`config.mk`:
```
export PLATFORM = sky130hd
export DESIGN_NAME = morph_issue_sched
export DESIGN_NICKNAME = d
export VERILOG_FILES = /design/src/rtl/morph_sched_pkg.sv /design/src/rtl/hart_pool.sv /design/src/rtl/issue_rotor.sv /design/src/rtl/mode_unit.sv /design/src/rtl/morph_issue_sched.sv
export SDC_FILE = /design/constraint.sdc
export NUM_CORES = 1
export LEC_CHECK = 0
export BUFFER_PORTS_ARGS = -buffer_cell sky130_fd_sc_hd__clkbuf_2
export CORE_AREA = 2 2 39 41
export DETAILED_ROUTE_END_ITERATION = 10
export DIE_AREA = 0 0 41 43
export PLACE_DENSITY_LB_ADDON = 0.05
export SYNTH_ARGS = -nofsm -noshare
export SYNTH_HDL_FRONTEND = slang
export SYNTH_SLANG_ARGS = --single-unit
```
`constraint.sdc`:
```
create_clock -name clk -period 2.1 [get_ports clk]
set_input_delay 0 -clock clk [delete_from_list [all_inputs] [get_ports clk]]
set_output_delay 0 -clock clk [all_outputs]
set_load 0.01 [all_outputs]
```
`src/rtl/morph_sched_pkg.sv`:
```
package morph_sched_pkg;

  localparam int unsigned HARTS = 3;
  localparam int unsigned HW    = $clog2(HARTS);

  typedef enum logic [1:0] {
    MODE_IDLE    = 2'b00,
    MODE_INORDER = 2'b01,
    MODE_HYBRID  = 2'b10,
    MODE_BARREL  = 2'b11
  } exec_mode_e;

  // number of awake harts; with three harts it equals the mode code
  function automatic logic [1:0] awake_count(input logic [HARTS-1:0] a);
    awake_count = 2'(a[0]) + 2'(a[1]) + 2'(a[2]);
  endfunction

  function automatic logic [HW-1:0] hart_after(input logic [HW-1:0] h);
    hart_after = (h == HW'(HARTS - 1)) ? '0 : h + HW'(1);
  endfunction

  // search from the hart after 'last', skip sleepers, fall back to 'last'
  function automatic logic [HW-1:0] pick_next(input logic [HW-1:0]    last,
                                              input logic [HARTS-1:0] a);
    logic [HW-1:0] c1;
    logic [HW-1:0] c2;
    c1 = hart_after(last);
    c2 = hart_after(c1);
    if (a[c1])      pick_next = c1;
    else if (a[c2]) pick_next = c2;
    else            pick_next = last;
  endfunction

endpackage

```
`src/rtl/hart_pool.sv`:
```
module hart_pool
  import morph_sched_pkg::*;
(
  input  logic             clk,
  input  logic             rst_n,
  input  logic [HARTS-1:0] wake_req,
  input  logic             sleep_hit,
  input  logic [HW-1:0]    sleep_idx,
  output logic [HARTS-1:0] active_q
);

  logic [HARTS-1:0] sleep_mask;
  logic [HARTS-1:0] active_d;

  always_comb begin
    sleep_mask = sleep_hit ? (HARTS'(1) << sleep_idx) : '0;
    active_d   = (active_q & ~sleep_mask) | wake_req;
  end

  always_ff @(posedge clk or negedge rst_n) begin
    if (!rst_n) active_q <= HARTS'(1);
    else        active_q <= active_d;
  end

endmodule

```
`src/rtl/issue_rotor.sv`:
```
module issue_rotor
  import morph_sched_pkg::*;
(
  input  logic             clk,
  input  logic             rst_n,
  input  logic             advance,
  input  logic [HARTS-1:0] active,
  output logic [HW-1:0]    cur_q
);

  always_ff @(posedge clk or negedge rst_n) begin
    if (!rst_n)       cur_q <= '0;
    else if (advance) cur_q <= pick_next(cur_q, active);
  end

endmodule

```
`src/rtl/mode_unit.sv`:
```
module mode_unit
  import morph_sched_pkg::*;
#(
  parameter bit MORPH_EN = 1'b1
) (
  input  logic             clk,
  input  logic             rst_n,
  input  logic [HARTS-1:0] active,
  output exec_mode_e       mode,
  output logic             hazard_en,
  output logic             mode_chg
);

  exec_mode_e prev_q;

  always_comb begin
    mode      = exec_mode_e'(awake_count(active));
    mode_chg  = (mode != prev_q);
    hazard_en = MORPH_EN && ((mode == MODE_INORDER) || (mode == MODE_HYBRID));
  end

  always_ff @(posedge clk or negedge rst_n) begin
    if (!rst_n) prev_q <= MODE_INORDER;
    else        prev_q <= mode;
  end

endmodule

```
`src/rtl/morph_issue_sched.sv`:
```
module morph_issue_sched
  import morph_sched_pkg::*;
#(
  parameter bit MORPH_EN = 1'b1
) (
  input  logic       clk,
  input  logic       rst_n,
  input  logic [2:0] wake_req,
  input  logic       sleep_req,
  input  logic       stall,
  output logic [1:0] issue_hart,
  output logic       issue_valid,
  output logic [1:0] mode,
  output logic       dep_chk_en,
  output logic       bypass_en,
  output logic       bpred_en,
  output logic       flush_en,
  output logic       flush_req
);

  logic [HARTS-1:0] active_q;
  logic [HW-1:0]    cur_q;
  logic             sleep_hit;
  logic             hazard_en;
  logic             mode_chg;
  exec_mode_e       mode_w;

  assign issue_valid = active_q[cur_q];
  assign sleep_hit   = sleep_req && issue_valid && !stall;

  hart_pool u_pool (
    .clk       (clk),
    .rst_n     (rst_n),
    .wake_req  (wake_req),
    .sleep_hit (sleep_hit),
    .sleep_idx (cur_q),
    .active_q  (active_q)
  );

  issue_rotor u_rotor (
    .clk     (clk),
    .rst_n   (rst_n),
    .advance (!stall),
    .active  (active_q),
    .cur_q   (cur_q)
  );

  mode_unit #(.MORPH_EN(MORPH_EN)) u_mode (
    .clk       (clk),
    .rst_n     (rst_n),
    .active    (active_q),
    .mode      (mode_w),
    .hazard_en (hazard_en),
    .mode_chg  (mode_chg)
  );

  assign issue_hart = cur_q;
  assign mode       = mode_w;
  assign dep_chk_en = hazard_en;
  assign bypass_en  = hazard_en;
  assign bpred_en   = hazard_en;
  assign flush_en   = hazard_en;
  assign flush_req  = mode_chg;

endmodule

```
# Word-level counts from Yosys, hierarchy flattened
# Index checks and enable logic that the tools add are counted.
[word_totals]
regBits = 7
output_inout_bits = 10
input_bits = 7
elab_cells = 37
[op_classes]
shifts = 1
magnitude_cmp = 3
eq_ne = 5
n_addsub = 4
reduce_logical = 6
muxes = 11
bitwise_logic = 4
[op_table]
columns = ["op", "count"]
rows = [
  ["$lt A2 B3 Y1 const B", 3],
  ["$mux W2", 4],
  ["$bmux W1 S2", 3],
  ["$eq A2 B2 Y1 const B", 3],
  ["$add A2 B1 Y2 const B", 2],
  ["$and A3 B3 Y3", 1],
  ["$mux W1", 3],
  ["$mux W3", 1],
  ["$not A3 Y3", 1],
  ["$or A3 B3 Y3", 1],
  ["$shl A1 B2 Y3 const A", 1],
  ["$add A1 B1 Y2", 1],
  ["$add A2 B1 Y2", 1],
  ["$eq A2 B1 Y1 const B", 1],
  ["$logic_and A1 B1 Y1", 2],
  ["$ne A2 B2 Y1", 1],
  ["$reduce_and A2 Y1", 1],
  ["$reduce_bool A2 Y1", 1],
  ["$logic_not A1 Y1", 1],
  ["$logic_or A1 B1 Y1", 1],
  ["$not A1 Y1", 1],
]

# Logic depth before layout (Yosys ltp)
[logic_depth]
word_depth = 8
mapped_depth = 4

# Modules after synthesis
# From an unflattened synthesis, not the netlist that was laid out.
[unflattened]
hier_cells = 37
area_unflattened_um2 = 400.4
[by_module_without_submodules]
columns = ["mod", "seq_area_each_um2", "instances", "cells_per_inst", "area_per_inst_um2"]
rows = [
  ["hart_pool", 76.3, 1, 10, 128.9],
  ["mode_unit", 51.3, 1, 7, 101.3],
  ["issue_rotor", 50.0, 1, 10, 100.1],
  ["morph_issue_sched", 0.0, 1, 10, 70.1],
]

# Worst setup path after synthesis
# No wires, ideal clock.
[synth_timing]
kind = "register -> output"
from = "reg u_pool.active_q[0]"
to = "out bypass_en"
path_slack_ps = 384
stages_incl_launch_ff = 5
arrival_ps = 1716
required_ps = 2100
cell_sequence = "dfstp_2 > inv_1 > fa_1 > xor2_1 > buf_4"
[synth_via]
elab_chain_cells = 4
[synth_rtl]
columns = ["element", "line_no", "rtl"]
rows = [
  ["from (decl)", "hart_pool.sv:9", "output logic [HARTS-1:0] active_q"],
  ["from (signal assigned)", "hart_pool.sv:22", "else active_q <= active_d;"],
  ["$add A1 B1 Y2 *", "morph_sched_pkg.sv:15", "awake_count = 2'(a[0]) + 2'(a[1]) + 2'(a[2]);"],
  ["$add A2 B1 Y2 *", "morph_sched_pkg.sv:15", ""],
  ["$eq A2 B1 Y1 / $eq A2 B2 Y1 (equally long branches)", "mode_unit.sv:19", "hazard_en = MORPH_EN && ((mode == MODE_INORDER) || (mode == MODE_HYBRID));"],
  ["$logic_or A1 B1 Y1 *", "mode_unit.sv:19", ""],
  ["to (decl)", "morph_issue_sched.sv:15", "output logic bypass_en,"],
]
# Mark *: on every way between the ends. The rest lies on a longest branch, timed or not.

# Worst setup path after layout
[layout_timing]
from = "reg u_pool.active_q[0]"
to = "out dep_chk_en"
[layout_via]
elab_chain_cells = 4
[layout_rtl]
columns = ["element", "line_no", "rtl"]
rows = [
  ["$add A1 B1 Y2 *", "morph_sched_pkg.sv:15", ""],
  ["$add A2 B1 Y2 *", "morph_sched_pkg.sv:15", ""],
  ["$eq A2 B1 Y1 / $eq A2 B2 Y1 (equally long branches)", "mode_unit.sv:19", ""],
  ["$logic_or A1 B1 Y1 *", "mode_unit.sv:19", ""],
  ["to (decl)", "morph_issue_sched.sv:14", "output logic dep_chk_en,"],
]
# Marked as above.

==> flow_metrics.env <==
export IMPL_cts_tree="built"
export IMPL_dieArea_mm2=0.00176
export IMPL_endpoint_kind="output port"
export IMPL_crit_type="reg -> out"
export IMPL_report_final_slew_viol_count=0
export IMPL_grt_overflow=0
export IMPL_route_met2_wl_um=392
export IMPL_nets=69
export IMPL_cp_start_kind="flop"
export IMPL_p_leak_nw=0.292
export IMPL_fill_cells=152
export IMPL_grt_usage=0.117
export IMPL_syn_inst=41
export IMPL_critical_path_startpoint="u_pool.active_q[0]"
export IMPL_io_pins=17
export IMPL_finalCritPeriodShare=0.918
export IMPL_rows=14
export IMPL_drtIter0Drc=1
export IMPL_cp_arrival_ns=1.93
export IMPL_r2r_start="u_pool.active_q[0]"
export IMPL_cts_buffer_depth=2
export IMPL_core_area_mm2=0.00138
export IMPL_yosys_area_share_adder=0.0473
export IMPL_globalplace_congestion=0.795
export IMPL_regArea_um2=178
export IMPL_die_width_um=41
export IMPL_portBuffers=16
export IMPL_r2r_cells=3
export IMPL_path_clk_slew_ns=0.05
export IMPL_dp_hpwl_um=613
export IMPL_crit_end="dep_chk_en"
export IMPL_fin_area_um2=544
export IMPL_drc_errors=0
export IMPL_syn_to_final_growth_pct=28.7
export IMPL_routed_via_density=4.59
export IMPL_finalSetupViolCount=0
export IMPL_syn_nets=49
export IMPL_htree_levels=1
export IMPL_hold_viol=0
export IMPL_r2r_slack_ns=0.74
export IMPL_crit_fanout=4
export IMPL_grt_max_degree=9
export IMPL_grt_pass1_wl_mm=1.38
export IMPL_setup_tns_ns=0
export IMPL_tightest_slew_ns=0.319
export IMPL_yosys_area_share_simple=0.118
export IMPL_max_freq_mhz=519
export IMPL_placed_cell_area_um2=478
export IMPL_met1_length_um=334
export IMPL_ys_types=17
export IMPL_totalWireLength_um=801
export IMPL_grt_pass1_vias=329
export IMPL_yosys_register_bits=7
export IMPL_crit_required_ns=2.10
export IMPL_routed_top_layer="met4"
export IMPL_diodes=0
export IMPL_hold_path_class="in -> reg"
export IMPL_synth_top_family_by_area="buffers and inverters"
export IMPL_cts_setup_buffers=0
export IMPL_postRouteAntennaNets=0
export IMPL_period_needed_ns=1.93
export IMPL_synth_compound_area_share=0.145
export IMPL_avgRoutedWirePerCell_um=10.5
export IMPL_vdd_drop_max_v=0.000422
export IMPL_skew_ns=0.000453
export IMPL_start_util=0.306
export IMPL_antenna_found_initial=0
export IMPL_syn_area_um2=423
export IMPL_die_h_um=43
export IMPL_drive_above_1_share=0.383
export IMPL_multi_input_area_um2=178
export IMPL_wl_met3_um=62
export IMPL_numCtsBuffers=3
export IMPL_cts_root_buf="clkbuf_4"
export IMPL_max_slew_margin=0.787
export IMPL_worst_r2r_endpoint="u_mode.prev_q[0]"
export IMPL_drv_cap=0
export IMPL_powerDensity_mw_per_mm2=1240
export IMPL_insertion_delay_ns=0.26
export IMPL_clock_sinks=7
export IMPL_vias=349
export IMPL_syn_area_per_cell_um2=10.3
export IMPL_muxShareOfSynthArea=0.0473
export IMPL_outcome="finished clean"
export IMPL_seq_area_frac_synth=0.420
export IMPL_rsz0062_at_grt="no"
export IMPL_ys_warn_count=0
export IMPL_first_pass_iters=2
export IMPL_synth_xor_area_frac=0.0621
export IMPL_cts_repair_resized=0
==> layout make-up <==
class	count	share of cell area
Clock buffer	4	0.0483
Inverter	6	0.0414
Multi-Input combinational cell	23	0.326
Sequential cell	7	0.326
Tap cell	16	0.0368
Timing Repair Buffer	20	0.221
==> Yosys cell counts, drive strengths merged <==
| library cell | n | area share |
|---|---|---|
| a22oi | 1 | 0.018 |
| fa | 1 | 0.047 |
| o211ai | 1 | 0.018 |
| buf | 5 | 0.11 |
| a21o | 4 | 0.071 |
| dfrtp | 5 | 0.30 |
| nor2b | 1 | 0.021 |
| nor2 | 1 | 0.027 |
| nand2 | 4 | 0.035 |
| nand3 | 3 | 0.035 |
| o22ai | 1 | 0.015 |
| mux2i | 2 | 0.047 |
| o211a | 1 | 0.024 |
| inv | 6 | 0.053 |
| dfstp | 2 | 0.12 |
| xor2 | 3 | 0.062 |
==> report_power, final <==
group          internal, mW  leakage [nW]  total (mW)  switching [mW]
sequential            0.179        0.0731       0.242          0.0632
clock                0.0728        0.0150       0.127          0.0542
combinational         0.150         0.204       0.307           0.158
==> routing by layer <==
metal	up-vias	GRT usage
li1	168	-
met1	163	0.159
met2	16	0.163
met3	2	0.0314
met4	0	0.0600
met5	-	0
==> state kept, by name, summed over array words and instances, names as in the netlist <==
name,count
u_mode.prev_q,2
u_rotor.cur_q,2
u_pool.active_q,3
==> worst min-delay path by stage <==
stage | endpoint | from | cells past startpoint
after CTS | u_pool.active_q[1] | sleep_req | 3
after floorplan | u_mode.prev_q[1] | rst_n | 0
after global routing | u_pool.active_q[1] | sleep_req | 3
final | u_pool.active_q[1] | sleep_req | 3
after detailed placement | u_pool.active_q[1] | rst_n | 1
after global placement | u_pool.active_q[1] | rst_n | 1
==> through the flow <==
stage	util	worst slack, ns	power (mW)	std cells	hold slack, ns
global route	0.393	0.0107	0.740	76	0.0611
detailed placement	0.345	0.418	0.552	68	-0.146
CTS	0.393	0.137	0.687	76	0.0400
floorplan	-	0.384	0.505	41	-0.296
finish	0.393	0.173	0.677	76	0.0378
global placement	0.345	0.477	0.551	68	-0.152
==> logic make-up after synthesis <==
logic type | after synthesis
mux | 2
simple gates | 9
buf+inv | 11
xor+xnor | 3
flops | 7
fa+ha+maj | 1
compound gates | 8
==> layout by cell type (no fill, tap or decap) <==
master          n
clkbuf_2       16
inv_1           6
dfrtp_1         5
nand2_1         4
a21o_1          4
dlygate4sd3_1   4
nand3_1         3
xor2_1          3
clkbuf_4        3
mux2i_1         2
dfstp_2         2
o22ai_1         1
nor2_4          1
nor2b_2         1
a22oi_1         1
o211ai_1        1
o211a_1         1
fa_1            1
clkbuf_1        1
==> timing repair <==
item / in CTS / in global routing
hold buffers: 4 / 0
endpoints found under the setup margin: 0 / 0
hold endpoints to repair: 10 / 0
==> critical path, stage by stage, from the launching register on <==
cell and delay (ns):
dfstp_2 0.54, inv_1 0.08, fa_1 0.61, xor2_1 0.26, clkbuf_2 0.19
Power figures use the tool's default switching activity.
